==> src/rtl/stride_pf_pkg.sv <==
package stride_pf_pkg;
  typedef enum logic [1:0] {
    ST_INIT   = 2'd0,
    ST_TRANS  = 2'd1,
    ST_STEADY = 2'd2
  } sp_state_e;
endpackage

==> src/rtl/stride_pf_rst_sync.sv <==
module stride_pf_rst_sync (
  input  logic clk,
  input  logic rst_n,
  output logic rst_sync_n
);
  logic stage_q;

  always_ff @(posedge clk or negedge rst_n) begin
    if (!rst_n) begin
      stage_q    <= 1'b0;
      rst_sync_n <= 1'b0;
    end else begin
      stage_q    <= 1'b1;
      rst_sync_n <= stage_q;
    end
  end
endmodule

==> src/rtl/stride_pf_table.sv <==
module stride_pf_table
  import stride_pf_pkg::*;
#(
  parameter int IDX_W  = 4,
  parameter int TAG_W  = 26,
  parameter int ADDR_W = 32
) (
  input  logic              clk,
  input  logic              rst_n,
  input  logic [IDX_W-1:0]  idx,
  input  logic              wr_en,
  input  logic [TAG_W-1:0]  wr_tag,
  input  logic [ADDR_W-1:0] wr_last,
  input  logic [ADDR_W-1:0] wr_stride,
  input  sp_state_e         wr_state,
  output logic              rd_valid,
  output logic [TAG_W-1:0]  rd_tag,
  output logic [ADDR_W-1:0] rd_last,
  output logic [ADDR_W-1:0] rd_stride,
  output sp_state_e         rd_state
);
  localparam int ENTRIES = 1 << IDX_W;

  logic              vld_a    [ENTRIES];
  logic [TAG_W-1:0]  tag_a    [ENTRIES];
  logic [ADDR_W-1:0] last_a   [ENTRIES];
  logic [ADDR_W-1:0] stride_a [ENTRIES];
  sp_state_e         state_a  [ENTRIES];

  for (genvar e = 0; e < ENTRIES; e++) begin : g_ent
    logic              we;
    logic              vld_q;
    logic [TAG_W-1:0]  tag_q;
    logic [ADDR_W-1:0] last_q;
    logic [ADDR_W-1:0] stride_q;
    sp_state_e         state_q;

    assign we = wr_en && (idx == IDX_W'(e));

    always_ff @(posedge clk or negedge rst_n) begin
      if (!rst_n) begin
        vld_q    <= 1'b0;
        tag_q    <= '0;
        last_q   <= '0;
        stride_q <= '0;
        state_q  <= ST_INIT;
      end else if (we) begin
        vld_q    <= 1'b1;
        tag_q    <= wr_tag;
        last_q   <= wr_last;
        stride_q <= wr_stride;
        state_q  <= wr_state;
      end
    end

    assign vld_a[e]    = vld_q;
    assign tag_a[e]    = tag_q;
    assign last_a[e]   = last_q;
    assign stride_a[e] = stride_q;
    assign state_a[e]  = state_q;
  end

  assign rd_valid  = vld_a[idx];
  assign rd_tag    = tag_a[idx];
  assign rd_last   = last_a[idx];
  assign rd_stride = stride_a[idx];
  assign rd_state  = state_a[idx];
endmodule

==> src/rtl/stride_pf_update.sv <==
module stride_pf_update
  import stride_pf_pkg::*;
#(
  parameter int TAG_W    = 26,
  parameter int ADDR_W   = 32,
  parameter int LINE_OFF = 6
) (
  input  logic              ld_valid,
  input  logic [TAG_W-1:0]  ld_tag,
  input  logic [ADDR_W-1:0] ld_addr,
  input  logic              rd_valid,
  input  logic [TAG_W-1:0]  rd_tag,
  input  logic [ADDR_W-1:0] rd_last,
  input  logic [ADDR_W-1:0] rd_stride,
  input  sp_state_e         rd_state,
  output logic              wr_en,
  output logic [TAG_W-1:0]  wr_tag,
  output logic [ADDR_W-1:0] wr_last,
  output logic [ADDR_W-1:0] wr_stride,
  output sp_state_e         wr_state,
  output logic              cand_v,
  output logic [ADDR_W-1:0] cand_addr
);
  logic              hit;
  logic              confirm;
  logic [ADDR_W-1:0] delta;
  logic              same_line;

  assign hit   = rd_valid && (rd_tag == ld_tag);
  assign delta = ld_addr - rd_last;

  always_comb begin
    wr_en     = ld_valid;
    wr_tag    = ld_tag;
    wr_last   = ld_addr;
    wr_stride = rd_stride;
    wr_state  = rd_state;
    confirm   = 1'b0;
    if (!hit) begin
      wr_stride = '0;
      wr_state  = ST_INIT;
    end else begin
      unique case (rd_state)
        ST_TRANS, ST_STEADY: begin
          if (delta == rd_stride) begin
            wr_state = ST_STEADY;
            confirm  = 1'b1;
          end else begin
            wr_state  = ST_TRANS;
            wr_stride = delta;
          end
        end
        default: begin
          wr_state  = ST_TRANS;
          wr_stride = delta;
        end
      endcase
    end
  end

  assign cand_addr = ld_addr + rd_stride;
  assign same_line = cand_addr[ADDR_W-1:LINE_OFF] == ld_addr[ADDR_W-1:LINE_OFF];
  assign cand_v    = ld_valid && confirm && (rd_stride != '0) && !same_line;
endmodule

==> src/rtl/stride_pf_issue.sv <==
module stride_pf_issue #(
  parameter int ADDR_W = 32
) (
  input  logic              clk,
  input  logic              rst_n,
  input  logic              cand_v,
  input  logic [ADDR_W-1:0] cand_addr,
  input  logic              pf_ready,
  output logic              pf_valid,
  output logic [ADDR_W-1:0] pf_addr
);
  logic              valid_d;
  logic              addr_en;

  always_comb begin
    addr_en = cand_v;
    if (cand_v)        valid_d = 1'b1;
    else if (pf_ready) valid_d = 1'b0;
    else               valid_d = pf_valid;
  end

  always_ff @(posedge clk or negedge rst_n) begin
    if (!rst_n) pf_valid <= 1'b0;
    else        pf_valid <= valid_d;
  end

  always_ff @(posedge clk or negedge rst_n) begin
    if (!rst_n)       pf_addr <= '0;
    else if (addr_en) pf_addr <= cand_addr;
  end
endmodule

==> src/rtl/stride_pf.sv <==
module stride_pf
  import stride_pf_pkg::*;
#(
  parameter int PC_W     = 32,
  parameter int ADDR_W   = 32,
  parameter int IDX_W    = 4,
  parameter int PC_LSB   = 2,
  parameter int LINE_OFF = 6
) (
  input  logic              clk,
  input  logic              rst_n,
  input  logic              ld_valid,
  input  logic [PC_W-1:0]   ld_pc,
  input  logic [ADDR_W-1:0] ld_addr,
  output logic              pf_valid,
  input  logic              pf_ready,
  output logic [ADDR_W-1:0] pf_addr
);
  localparam int TAG_LSB = PC_LSB + IDX_W;
  localparam int TAG_W   = PC_W - TAG_LSB;

  logic              rst_int_n;
  logic [IDX_W-1:0]  idx;
  logic [TAG_W-1:0]  tag;
  logic              unused_pc_low;

  logic              rd_valid;
  logic [TAG_W-1:0]  rd_tag;
  logic [ADDR_W-1:0] rd_last;
  logic [ADDR_W-1:0] rd_stride;
  sp_state_e         rd_state;

  logic              wr_en;
  logic [TAG_W-1:0]  wr_tag;
  logic [ADDR_W-1:0] wr_last;
  logic [ADDR_W-1:0] wr_stride;
  sp_state_e         wr_state;

  logic              cand_v;
  logic [ADDR_W-1:0] cand_addr;

  assign idx           = ld_pc[TAG_LSB-1:PC_LSB];
  assign tag           = ld_pc[PC_W-1:TAG_LSB];
  assign unused_pc_low = ^ld_pc[PC_LSB-1:0];

  stride_pf_rst_sync u_rst (
    .clk        (clk),
    .rst_n      (rst_n),
    .rst_sync_n (rst_int_n)
  );

  stride_pf_table #(.IDX_W(IDX_W), .TAG_W(TAG_W), .ADDR_W(ADDR_W)) u_table (
    .clk       (clk),
    .rst_n     (rst_int_n),
    .idx       (idx),
    .wr_en     (wr_en),
    .wr_tag    (wr_tag),
    .wr_last   (wr_last),
    .wr_stride (wr_stride),
    .wr_state  (wr_state),
    .rd_valid  (rd_valid),
    .rd_tag    (rd_tag),
    .rd_last   (rd_last),
    .rd_stride (rd_stride),
    .rd_state  (rd_state)
  );

  stride_pf_update #(.TAG_W(TAG_W), .ADDR_W(ADDR_W), .LINE_OFF(LINE_OFF)) u_update (
    .ld_valid  (ld_valid),
    .ld_tag    (tag),
    .ld_addr   (ld_addr),
    .rd_valid  (rd_valid),
    .rd_tag    (rd_tag),
    .rd_last   (rd_last),
    .rd_stride (rd_stride),
    .rd_state  (rd_state),
    .wr_en     (wr_en),
    .wr_tag    (wr_tag),
    .wr_last   (wr_last),
    .wr_stride (wr_stride),
    .wr_state  (wr_state),
    .cand_v    (cand_v),
    .cand_addr (cand_addr)
  );

  stride_pf_issue #(.ADDR_W(ADDR_W)) u_issue (
    .clk       (clk),
    .rst_n     (rst_int_n),
    .cand_v    (cand_v),
    .cand_addr (cand_addr),
    .pf_ready  (pf_ready),
    .pf_valid  (pf_valid),
    .pf_addr   (pf_addr)
  );
endmodule

==> config.mk <==
export PLATFORM = sky130hd
export DESIGN_NAME = stride_pf
export DESIGN_NICKNAME = d
export VERILOG_FILES = /design/src/rtl/stride_pf_pkg.sv /design/src/rtl/stride_pf_rst_sync.sv /design/src/rtl/stride_pf_table.sv /design/src/rtl/stride_pf_update.sv /design/src/rtl/stride_pf_issue.sv /design/src/rtl/stride_pf.sv
export SDC_FILE = /design/constraint.sdc
export NUM_CORES = 2
export LEC_CHECK = 0
export BUFFER_PORTS_ARGS = -buffer_cell sky130_fd_sc_hd__buf_2
export CAP_MARGIN = 20
export CORE_MARGIN = 3
export CORE_UTILIZATION = 55
export DETAILED_ROUTE_END_ITERATION = 7
export PLACE_DENSITY = 0.74
export SLEW_MARGIN = 20
export SYNTH_ARGS = -nofsm -noshare
export SYNTH_HDL_FRONTEND = slang
export SYNTH_SLANG_ARGS = --single-unit
==> constraint.sdc <==
create_clock -name clk -period 43.4 [get_ports clk]
set_clock_uncertainty 0.1 [all_clocks]
set_input_delay 0 -clock clk [delete_from_list [all_inputs] [get_ports clk]]
set_output_delay 0 -clock clk [all_outputs]
set_load 0.02 [all_outputs]
* Yosys cells after proc, flatten, opt, wreduce, memory -nomap -nowiden
Cells that the tools add are included.
** Word-level totals
- Flip-flop bits (word level) :: 1523
- Input bits :: 68
- Output and inout port bits :: 33
- Word-level logic and storage cells :: 159
** Cells by class
- Add/sub/neg operators :: 2
- Order comparisons :: 1
- Eq/ne operators :: 20
- Multiplexer cells :: 26
- Bitwise operators :: 1
- Reductions and logical operators :: 25
** Operator list (number)
- 32-bit binary-select mux with 4-bit select :: 2
- 32-bit two-way mux :: 7
- 26-bit binary-select mux with 4-bit select :: 1
- 26-bit == test :: 2
- 26-bit two-way mux :: 2
- 32-bit adder :: 1
- 32-bit == test :: 1
- 4-bit == test, second input constant :: 8
- 32-bit nonzero test :: 1
- 32-bit subtractor :: 1
- 1-bit logical AND :: 20
- 4-bit by 3-bit == test with 1-bit output, second input constant :: 4
- 2-bit two-way mux :: 5
- 2-bit binary-select mux with 4-bit select :: 1
- 4-bit by 2-bit == test with 1-bit output, second input constant :: 2
- 1-bit two-way mux :: 7
- 5-bit greater-or-equal comparator, second input constant :: 1
- 4-bit NOT with 5-bit output :: 1
- 1-bit binary-select mux with 4-bit select :: 1
- 4-bit by 1-bit == test with 1-bit output, second input constant :: 1
- 4-bit zero test :: 1
- 2-bit by 1-bit == test with 1-bit output, second input constant :: 1
- 2-bit == test, second input constant :: 1
- 2-bit nonzero test :: 1
- 2 further kinds :: 2

* Logic depth before layout (Yosys ltp)
- Depth after elaboration :: 13
- Gate-level depth with buffers :: 28
- Depth with buffers taken out :: 17

* By module
A second synthesis with hierarchy kept.
** Second synthesis, totals
- Cell total of the unflattened synthesis :: 5003
- Area total of the unflattened synthesis :: 73919.6 µm²
** Modules (own cells, without submodules)
- stride_pf_table :: times used 1, cells each 4031, area each 66243.5 µm², seq. area each 37235.7 µm²
- stride_pf_update :: times used 1, cells each 898, area each 6244.7 µm², seq. area each 0.0 µm²
- stride_pf_issue :: times used 1, cells each 71, area each 1377.6 µm², seq. area each 825.8 µm²
- stride_pf_rst_sync :: times used 1, cells each 3, area each 53.8 µm², seq. area each 50.0 µm²

* Worst setup path before layout
OpenSTA, ideal clock, no wires.
- Path type :: input -> register
- Start :: input ld_pc[2]
- End :: register u_issue.pf_addr[21]
- Setup time :: 0.128 ns
- Data arrival time :: 7.251 ns
- Data required time :: 43.172 ns
- Slack :: 35.922 ns
- Stages on the path :: 28
- Buffers on the path :: 13
- Path through :: buf_2 > buf_6 > buf_6 > buf_6 > buf_6 > buf_4 > buf_4 > buf_2 > clkbuf_1 > buf_2 > buf_1 > mux4_2 > mux4_2 > inv_1 > ha_1 > clkbuf_1 > nand2_1 > or3_1 > a211o_1 > a211oi_1 > nor2_1 > xor2_1 > xnor2_1 > a2111oi_0 > nand4_1 > a311oi_4 > buf_6 > mux2_1
** On the way
- Cells in the longest elaborated chain, start to end :: 12
- Elaborated cells on any way between the ends :: 33
- Classes of those cells :: 2 x add/sub; 5 x eq/ne; 18 x mux; 1 x bitwise; 7 x reduce/logical
** RTL lines
- from (decl) :: line stride_pf.sv:13 : input logic [PC_W-1:0] ld_pc,
- 4-bit NOT with 5-bit output (not written as such) *
- 32-bit binary-select mux with 4-bit select :: line stride_pf_table.sv:65 : assign rd_last = last_a[idx];
- 32-bit two-way mux (not written as such) (2 in series) :: line stride_pf_table.sv:65
- 32-bit subtractor :: line stride_pf_update.sv:30 : assign delta = ld_addr - rd_last;
- 32-bit == test :: line stride_pf_update.sv:45 : if (delta == rd_stride) begin
- 1-bit two-way mux :: line stride_pf_update.sv:45
- 1-bit two-way mux :: line stride_pf_update.sv:43 : unique case (rd_state)
- 1-bit two-way mux :: line stride_pf_update.sv:39 : if (!hit) begin
- 1-bit logical AND (3 in series) :: line stride_pf_update.sv:63 : assign cand_v = ld_valid && confirm && (rd_stride != '0) && !same_line;
- to (signal assigned) :: line stride_pf_issue.sv:29 : else if (addr_en) pf_addr <= cand_addr;
- to (decl) :: line stride_pf_issue.sv:10 : output logic [ADDR_W-1:0] pf_addr
Every way passes the cells marked *; elsewhere a longest branch is shown, timed or not. The select of a mux whose other input is x is not followed.
A chain may end at the register's enable or synchronous reset.

* Worst setup path after layout
- Start :: input ld_pc[2]
- End :: register u_issue.pf_addr[13]
The elaborated chain is that of the path after synthesis.

==> Flow_metrics.wiki <==
{| class="wikitable"
! Metric !! Value
|-
| Global route total overflow || 0
|-
| Half-perimeter wire length after detailed placement || 112,000 µm
|-
| CTS max path bufs || 3
|-
| Fraction of the mapped netlist area in simple logic gates || about 7.5%
|-
| Endpoints failing setup || 0
|-
| Cells along the critical path || buf_8 > buf_4 > buf_4 > buf_4 > mux4_2 > mux4_2 > inv_1 > ha_1 > nand2_1 > a2111oi_0 > nor2_1 > o31ai_1 > xnor2_1 > buf_4 > xnor2_1 > nand4b_1 > a311oi_4 > buf_4 > mux2_1
|-
| Type of the worst min-delay path || input pin to register
|-
| Final layout net count || 5,891
|-
| Max-slew violation total from the final report || 0
|-
| Critical path depth || 19
|-
| Sum of buffers and inverters on the critical path || 7
|-
| Routed vias/inst || roughly 6.4
|-
| RSZ-0062 raised after global routing || false
|-
| Register-to-Register Setup Slack || 36.13 ns
|-
| Number of levels the H-tree was split into || 4
|-
| Portion of netlist area occupied by mux cells || 25.8%
|-
| Mapped Area || 73,500 µm²
|-
| Setup TNS Final || 0 ns
|-
| Number of flops mapped to enable cells by yosys || 0
|-
| Max transition margin || 22.5%
|-
| Yosys synthesis warning count || 0
|-
| Final weighted congestion in routability-driven placement || a little over 0.9
|-
| Clock period minus final worst setup slack || 8.15 ns
|-
| Dominant cells by area after synthesis || sky130_fd_sc_hd__dfrtp_1 (52%), sky130_fd_sc_hd__mux2_2 (12%), sky130_fd_sc_hd__mux4_2 (12%)
|-
| Clock Pin Slew Worst Setup and Hold Paths || around 0.06 ns
|-
| Yosys top cell by area || sky130_fd_sc_hd__dfrtp_1
|-
| Data arrival time at the worst-slack endpoint || 8.71 ns
|-
| Die width || 372 µm
|-
| FILL cells || roughly 10,000
|-
| Max Freq || roughly 120 MHz
|-
| Sequential share of the synthesized area || 51.9%
|-
| Async S/R FF share, synth || 100%
|-
| Violation count after the first detailed-routing iteration || 4,954
|-
| Number of buffer cells added on primary ports || roughly 100
|-
| Cells after DPL || just over 7,000
|-
| CP Capture Type || register
|-
| Worst skew pair latency || around 0.81 ns
|-
| Proportion of netlist area held by the largest area contributor || 51.9%
|-
| Path depth of the worst reg2reg path || 16
|-
| Number of antenna violations at the first check in global routing || 9
|-
| Yosys reg bits || 1,523
|-
| Final Cycle Share || 18.8%
|-
| XOR/XNOR Fraction of Synth Area || ~1.7%
|-
| Complex-gate fraction of the synthesized area || 8.55%
|-
| Sink count of the clock tree || 1,523
|-
| Fraction of layout cells with a size suffix above 1 || about 29%
|-
| Area of the core || between 100,000 and 150,000 µm²
|-
| Number of global-route vias before repair || around 50,000
|-
| Unique cell type count in the Yosys netlist || 79
|-
| Critical-path maximum fanout || slightly below 60
|-
| Antenna-violating nets left || 0
|-
| Total detailed-routing wirelength || 193,000 µm
|-
| Num rows || 133
|-
| Worst slack on hold paths || 0.0308 ns
|-
| Commonest register cell after synthesis || sky130_fd_sc_hd__dfrtp_1
|-
| CP required || between 40 and 50 ns
|-
| Post-synthesis to final-layout area growth || 10.3%
|-
| Max cap viols || 0
|-
| Dominant combinational cell family by area after synthesis || multiplexers
|-
| Synthesized net count || 6,038
|-
| Pin count of the biggest net entering global routing || 188
|-
| Max rail drop VDD || 44.8 µV
|-
| Status || complete, no violations
|-
| Setup fix buffers added after clock tree synthesis || 0
|-
| Final Hold Viols || 0
|-
| Syn avg cell area || 12.5 µm²
|-
| Power Dens Cells || 47.6 nW/µm²
|-
| Cell mode on critical path || sky130_fd_sc_hd__buf_4
|-
| Clk Tree Root Cell || sky130_fd_sc_hd__clkbuf_16
|-
| Global-route wire length before repair || roughly 300,000 µm
|-
| Setup Crit Path Kind || input pin to register
|-
| Family of cells with the greatest summed delay on the critical path || buffers and inverters
|-
| Share of synthesized cell area in full adder, half adder and majority cells || 1.18%
|-
| Height of the chip || 372 µm
|-
| Per-cell routed wire length || 25.3 µm
|-
| Starting utilization of the core area || between 50% and 60%
|-
| Leakage power of the design || 35.6 nW
|-
| Critical path startpoint category || input pin
|-
| Slowest cell delay on critical path || 1.02 ns
|-
| Via count || between 40,000 and 50,000
|-
| Count of cells along the worst hold path || 4
|-
| First drt pass iteration count || 6
|-
| Post-Route Utilization || 61.3%
|-
| I/O pin total || 101
|-
| Final instance count without filler cells || 7,640
|-
| Die Area || 138,000 µm²
|-
| Gr usage total || between 20% and 30%
|-
| DRC || 0
|-
| Worst Max-Slew Pin Slew || 1.16 ns
|-
| Highest-delay cell along the critical path || sky130_fd_sc_hd__a311oi_4
|-
| Synthesized instance count || 5,902
|-
| CTS tree || done
|-
| Number of CTS-inserted buffers || 154
|}
## cells in the mapped netlist (all sizes together), types with 48 or more instances
cell / count
dfrtp: 1523
nand2: 963
mux2: 831
mux4: 395
clkbuf: 387
o31ai: 365
o21ai: 299
buf: 187
a21oi: 95
nor2: 95
xnor2: 79
mux2i: 71
ha: 66
a22oi: 63
inv: 58
xor2: 48
## repair_timing
item,CTS,global route
resized for setup,0,0
hold buffers,77,0
endpoints found under the hold margin,943,0
## report_power, final
part           switching (W)  total (W)  internal [W]
Clock               0.000573    0.00139      0.000819
Sequential         0.0000990    0.00172       0.00162
Combinational       0.000400   0.000745      0.000345
Total                0.00107    0.00386       0.00278
## metal layers
layer | track usage, % | part of all wire, % | vias up | wire [µm]
met5 | 0 | 0.011 | - | 21
met4 | 9.31 | 3.1 | 4 | 6060
met3 | 4.65 | 7.2 | 381 | 13900
met2 | 45.1 | 47 | 1880 | 91400
met1 | 40.2 | 42 | 25600 | 81600
li1 | - | - | 21200 | -
## state kept, by name (all words and copies together) (netlist names)
name                    flops
u_table.g_ent.vld_q        16
u_issue.pf_addr            32
u_rst.stage_q               1
u_table.g_ent.stride_q    512
u_table.g_ent.last_q      512
u_rst.rst_sync_n            1
u_table.g_ent.tag_q       416
u_table.g_ent.state_q      32
u_issue.pf_valid            1
## kinds of logic after synthesis
group | Yosys count
flops | 1523
mux | 1297
simple gates | 1293
compound gates | 955
buf+inv | 633
xor+xnor | 132
fa+ha+maj | 68
other cells | 1
## layout make-up
cell class,count,area (µm²),area share (%)
sequential,1523,38100,47.0
multi-input combinational,3746,33000,40.8
clock buffer,227,4580,5.65
tap,1755,2200,2.71
timing repair buffer,271,2100,2.60
clock inverter,55,771,0.951
inverter,59,221,0.273
antenna,4,10.0,0.0124
## tightest hold or removal path: stages
cell and delay, ns:
sky130_fd_sc_hd__dlygate4sd3_1 0.54, sky130_fd_sc_hd__buf_2 0.22, sky130_fd_sc_hd__nand2_1 0.09, sky130_fd_sc_hd__nand2_1 0.05
## through the flow
step / worst slack [ns] / total power (W) / instance area (µm²)
after global placement: 34.51 / 0.00243 / 74800
after detailed placement: 34.39 / 0.00247 / 74800
after CTS: 35.23 / 0.00387 / 81000
after global routing: 34.67 / 0.00402 / 81000
final: 35.25 / 0.00386 / 81000
after floorplan: 18.63 / 0.00227 / 73500
## cells in the final DEF (no fill, tap or decap), types with 16 or more instances in the layout
| master | n |
|---|---|
| sky130_fd_sc_hd__ha_1 | 66 |
| sky130_fd_sc_hd__o31ai_1 | 364 |
| sky130_fd_sc_hd__mux2_2 | 811 |
| sky130_fd_sc_hd__nand4_1 | 26 |
| sky130_fd_sc_hd__nand2b_1 | 27 |
| sky130_fd_sc_hd__clkbuf_16 | 156 |
| sky130_fd_sc_hd__a21oi_1 | 95 |
| sky130_fd_sc_hd__dlygate4sd3_1 | 77 |
| sky130_fd_sc_hd__buf_4 | 88 |
| sky130_fd_sc_hd__clkbuf_1 | 30 |
| sky130_fd_sc_hd__mux2i_1 | 71 |
| sky130_fd_sc_hd__nand2_1 | 951 |
| sky130_fd_sc_hd__clkinv_2 | 24 |
| sky130_fd_sc_hd__nor2_1 | 94 |
| sky130_fd_sc_hd__mux2_1 | 20 |
| sky130_fd_sc_hd__buf_2 | 94 |
| sky130_fd_sc_hd__xor2_1 | 45 |
| sky130_fd_sc_hd__nand3_1 | 23 |
| sky130_fd_sc_hd__nor2b_1 | 18 |
| sky130_fd_sc_hd__nor3_1 | 25 |
| sky130_fd_sc_hd__o21ai_0 | 295 |
| sky130_fd_sc_hd__a21o_1 | 16 |
| sky130_fd_sc_hd__dfrtp_1 | 1522 |
| sky130_fd_sc_hd__inv_1 | 57 |
| sky130_fd_sc_hd__nor4_1 | 26 |
| sky130_fd_sc_hd__clkbuf_8 | 41 |
| sky130_fd_sc_hd__mux4_2 | 395 |
| sky130_fd_sc_hd__a22oi_1 | 63 |
| sky130_fd_sc_hd__xnor2_1 | 77 |
## final timing paths
path	end	startpoint
min in group asynchronous	u_table.g_ent[13].last_q[2]	u_rst.rst_sync_n
worst max register to register	u_issue.pf_addr[13]	u_table.g_ent[14].last_q[0]
worst min register to register	u_rst.rst_sync_n	u_rst.stage_q
max in group asynchronous	u_table.g_ent[0].last_q[21]	u_rst.rst_sync_n
worst max-delay path	u_issue.pf_addr[13]	ld_pc[2]
worst min-delay path	u_table.g_ent[15].tag_q[11]	ld_pc[17]
Power figures use the tool's default switching activity.
